==> src/rtl/seg_addr_gen.sv <==
module seg_addr_gen #(
  parameter int SEG_W   = 16,
  parameter int OFF_W   = 16,
  parameter int SHIFT   = 4,
  parameter int INC_W   = 3,
  parameter logic [SEG_W-1:0] CODE_RST = '1
) (
  input  logic                    clk,
  input  logic                    rst,
  input  logic                    seg_we,
  input  logic [1:0]              seg_sel,
  input  logic [SEG_W-1:0]        seg_wdata,
  input  logic                    ip_adv,
  input  logic [INC_W-1:0]        ip_inc,
  input  logic                    ip_jmp,
  input  logic [OFF_W-1:0]        jmp_off,
  input  logic [1:0]              acc_kind,
  input  logic [OFF_W-1:0]        acc_off,
  input  logic                    ovr_valid,
  input  logic [1:0]              ovr_seg,
  output logic [SEG_W+SHIFT-1:0]  phys_addr,
  output logic [1:0]              seg_used,
  output logic [OFF_W-1:0]        ip_out
);
  localparam int ADDR_W = SEG_W + SHIFT;
  localparam logic [1:0] S_CODE = 2'd0, S_DATA = 2'd1, S_STACK = 2'd2, S_EXTRA = 2'd3;
  localparam logic [1:0] K_FETCH = 2'd0, K_STACK = 2'd1, K_DATA = 2'd2, K_STR = 2'd3;

  logic [SEG_W-1:0] seg_q [4];
  logic [OFF_W-1:0] ip_q;
  logic [1:0]       sel;
  logic [OFF_W-1:0] off;

  for (genvar g = 0; g < 4; g++) begin : g_seg
    always_ff @(posedge clk) begin
      if (rst)
        seg_q[g] <= (g == S_CODE) ? CODE_RST : '0;
      else if (seg_we && seg_sel == g[1:0])
        seg_q[g] <= seg_wdata;
    end
  end

  always_ff @(posedge clk) begin
    if (rst)         ip_q <= '0;
    else if (ip_jmp) ip_q <= jmp_off;
    else if (ip_adv) ip_q <= ip_q + OFF_W'(ip_inc);
  end

  always_comb begin
    unique case (acc_kind)
      K_FETCH: sel = S_CODE;
      K_STACK: sel = ovr_valid ? ovr_seg : S_STACK;
      K_DATA:  sel = ovr_valid ? ovr_seg : S_DATA;
      default: sel = S_EXTRA;
    endcase
  end

  assign off       = (acc_kind == K_FETCH) ? ip_q : acc_off;
  assign phys_addr = {seg_q[sel], {SHIFT{1'b0}}} + ADDR_W'(off);
  assign seg_used  = sel;
  assign ip_out    = ip_q;

  assert_reset_fetch_R11: assert property (@(posedge clk)
    rst |=> (ip_out == '0 && (acc_kind != K_FETCH || phys_addr == {CODE_RST, {SHIFT{1'b0}}})));

  assert_ip_hold_R9: assert property (@(posedge clk) disable iff (rst)
    (!ip_jmp && !ip_adv) |=> $stable(ip_out));

  assert_ip_step_R9: assert property (@(posedge clk) disable iff (rst)
    (ip_adv && !ip_jmp) |=> ip_out == $past(ip_out) + OFF_W'($past(ip_inc)));

  assert_jump_wins_R10: assert property (@(posedge clk) disable iff (rst)
    ip_jmp |=> ip_out == $past(jmp_off));

  assert_code_load_visible_R8: assert property (@(posedge clk) disable iff (rst)
    (seg_we && seg_sel == S_CODE) |=>
      (acc_kind != K_FETCH || phys_addr == {$past(seg_wdata), {SHIFT{1'b0}}} + ADDR_W'(ip_out)));

  assert_str_dest_extra_R5: assert property (@(posedge clk) disable iff (rst)
    acc_kind == K_STR |-> seg_used == S_EXTRA);

  assert_fetch_no_override_R7: assert property (@(posedge clk) disable iff (rst)
    acc_kind == K_FETCH |-> seg_used == S_CODE);

  assert_override_taken_R6: assert property (@(posedge clk) disable iff (rst)
    (ovr_valid && (acc_kind == K_STACK || acc_kind == K_DATA)) |-> seg_used == ovr_seg);
endmodule

==> config.mk <==
export PLATFORM = sky130hd
export DESIGN_NAME = seg_addr_gen
export DESIGN_NICKNAME = d
export VERILOG_FILES = /design/src/rtl/seg_addr_gen.sv
export SDC_FILE = /design/constraint.sdc
export NUM_CORES = 1
export LEC_CHECK = 0
export CAP_MARGIN = 20
export CORE_MARGIN = 2
export CORE_UTILIZATION = 29
export DETAILED_ROUTE_END_ITERATION = 8
export SLEW_MARGIN = 15
export SYNTH_ARGS = -nofsm -noshare
export SYNTH_HDL_FRONTEND = slang
export SYNTH_SLANG_ARGS = --single-unit
==> constraint.sdc <==
create_clock -name clk -period 8.8 [get_ports clk]
set_clock_uncertainty 0.2 [all_clocks]
set_input_delay 1.76 -clock clk [delete_from_list [all_inputs] [get_ports clk]]
set_output_delay 1.76 -clock clk [all_outputs]
set_load 0.1 [all_outputs]
==> results_dict.tcl <==
set metrics [dict create \
    status "finished, final reports clean" \
    start_util_pct 29.4 \
    antenna_found_initial 0 \
    async_reset_ff_share_pct 0 \
    fin_cells 718 \
    crit_fanout 10 \
    tightestPinTransition_ps 991 \
    coreArea_um2 15800 \
    relSlewSlack_pct 33.6 \
    clock_latency_ps 350 \
    drt_iter0_drc 128 \
    start_kind "input port" \
    peakVddDrop_v 0.000142 \
    cts.sinks 80 \
    final_common_cell "clkdlybuf4s50_1" \
    rsz0062_at_grt "no" \
    max-cap-violations 0 \
    clk_path_buf_depth 2 \
    synth_top_area_share_pct 41.5 \
    grt_max_degree 22 \
    finalCritPeriodShare_pct 89.8 \
    hold_buffers 0 \
    io_pins 101 \
    grt_pass1_vias 3464 \
    die_x_um 130 \
    final_util_pct 39.2 \
    post-place-cells 702 \
    seq_area_frac_synth_pct 48.4 \
    synth_area_leaders "edfxtp_1, mux4_2, dfxtp_1, and2_1, ha_1" \
    rows 46 \
    layout-drive-gt1-share_pct 16.5 \
    avgSynthCellArea_um2 11.7 \
    crit_type "input port to output pin" \
    syn_inst 397 \
    vias_per_cell 4.69 \
    routed_wl_um 11800 \
    grt_overflow_total 0 \
    drc 0 \
    clk_pin_slew_ps 60 \
    clock-root-buffer "clkbuf_16" \
    endpoint_kind "output pin" \
    cts_resized 0 \
    worstPathArrival_ps 5940 \
    reg2reg_depth 7 \
    grt_pass1_wl_um 18100 \
    yosysWarnings 0 \
    fin_crit_ps 7900 \
    finalHoldViolations 0 \
    placed_cell_area_um2 5880 \
    final_cell_area_um2 6170 \
    slew_violations 0 \
    cts_buffers 9 \
    synth-edff-count 64 \
    final_nets 578 \
    n_antenna_cell 0 \
    synth-seq-cells 80 \
    hold_path.class "flip-flop to flip-flop" \
    netlist_area_um2 4630 \
    setup_total_negative_slack_ps 0 \
    routed-via-count 3369 \
    gp_congestion 0.779 \
    post-cts-setup-buffers 0 \
    power.leakage_nw 2.28 \
    dieArea_um2 17000 \
    syn-num-nets 477 \
    cts_tree "done" \
    maxClockFrequency_ghz 0.127 \
    powerDensity_nw_per_um2 223 \
    synth_cell_type_count 53 \
    final_cell_mix "clkdlybuf4s50_1, edfxtp_1, and2_1" \
    rrSetupSlack_ps 6420 \
    die_h_um 130 \
    required_ps 6840 \
    whs_ps 325 \
    hold_depth 2 \
    synth_ff_type "edfxtp_1" \
    h-tree-depth 3 \
    ant_nets 0 \
    drt_first_pass_iters 4 \
    area_growth_pct 33.2 \
    wire_per_inst_um 16.5 \
    track_usage_pct 14.4 \
    hpwl_um 8680 \
    io_buffers 100 \
    synth.largest_area_cell "edfxtp_1" \
    setup_viol 0 \
]
## state kept, by name, indices dropped and copies added (netlist names)
signal and cells:
seg_q 64, ip_out 16
## report_power, final
group | internal (mW) | leakage, nW | switching [mW]
clock network | 0.217 | 0.141 | 0.151
logic | 0.164 | 1.38 | 0.398
registers | 0.436 | 0.762 | 0.0133
total | 0.818 | 2.28 | 0.562
## worst max-delay path, stage by stage
cell and delay [ps]:
clkdlybuf4s50_1 500, a21o_1 200, a22oi_2 660, buf_4 360, mux4_2 530, ha_1 390
and3_1 240, nand2_1 70, o21ai_0 370, nor3b_2 280, xor2_1 340, buf_12 220
## final timing paths
path / from / endpoint
worst max-delay path: acc_kind[1] / phys_addr[19]
worst min-delay path: ip_out[15] / ip_out[15]
worst max register to register: ip_out[0] / ip_out[14]
worst min register to register: ip_out[15] / ip_out[15]
## per-stage QoR
| step | setup slack (ps) | total power [mW] |
|---|---|---|
| after CTS | 824 | 1.39 |
| after global placement | 927 | 1.02 |
| after global routing | 569 | 1.43 |
| after detailed placement | 868 | 1.02 |
| after floorplan | 929 | 0.869 |
| final | 896 | 1.38 |
## layer usage
metal	part of all wire, %	GRT usage [%]	wire, um	up-vias
met2	50	25.0	5880	96
met5	0	0	0	-
met1	42	17.0	5010	1612
met4	2.2	5.76	259	0
li1	-	-	-	1639
met3	5.7	3.95	669	22
## synth_stat cells (3+ instances only)
library cell,instances
dfxtp_1,16
mux2i_1,8
o21bai_1,3
nand2b_1,20
inv_2,3
nor2_1,25
clkbuf_1,11
inv_1,12
and2_1,48
a21oi_1,25
xor2_1,7
nor2b_1,3
a21o_1,6
buf_2,3
or3_1,3
mux2_2,16
nand4b_1,3
ha_1,15
o21ai_0,7
edfxtp_1,64
nand2_1,25
nor3_1,3
a211oi_1,4
xnor2_1,15
mux4_2,15
## cell type report
| type | instances | area [um2] |
|---|---|---|
| clock buffer | 9 | 225 |
| multi-input combinational | 285 | 2270 |
| inverter | 16 | 60.1 |
| sequential | 80 | 2240 |
| fill | 1547 | 9600 |
| clock inverter | 6 | 60.1 |
| tap | 216 | 270 |
| timing repair buffer | 106 | 1040 |
## cell families after synthesis
kind of cell / after synthesis / share of synthesized area, %
buf+inv: 32 / 2.92
fa+ha+maj: 17 / 4.91
xor+xnor: 22 / 4.16
flops: 80 / 48.4
compound gates: 61 / 8.75
mux: 40 / 13.2
simple gates: 145 / 17.7
Note: power is estimated with default switching activity, not from simulation.
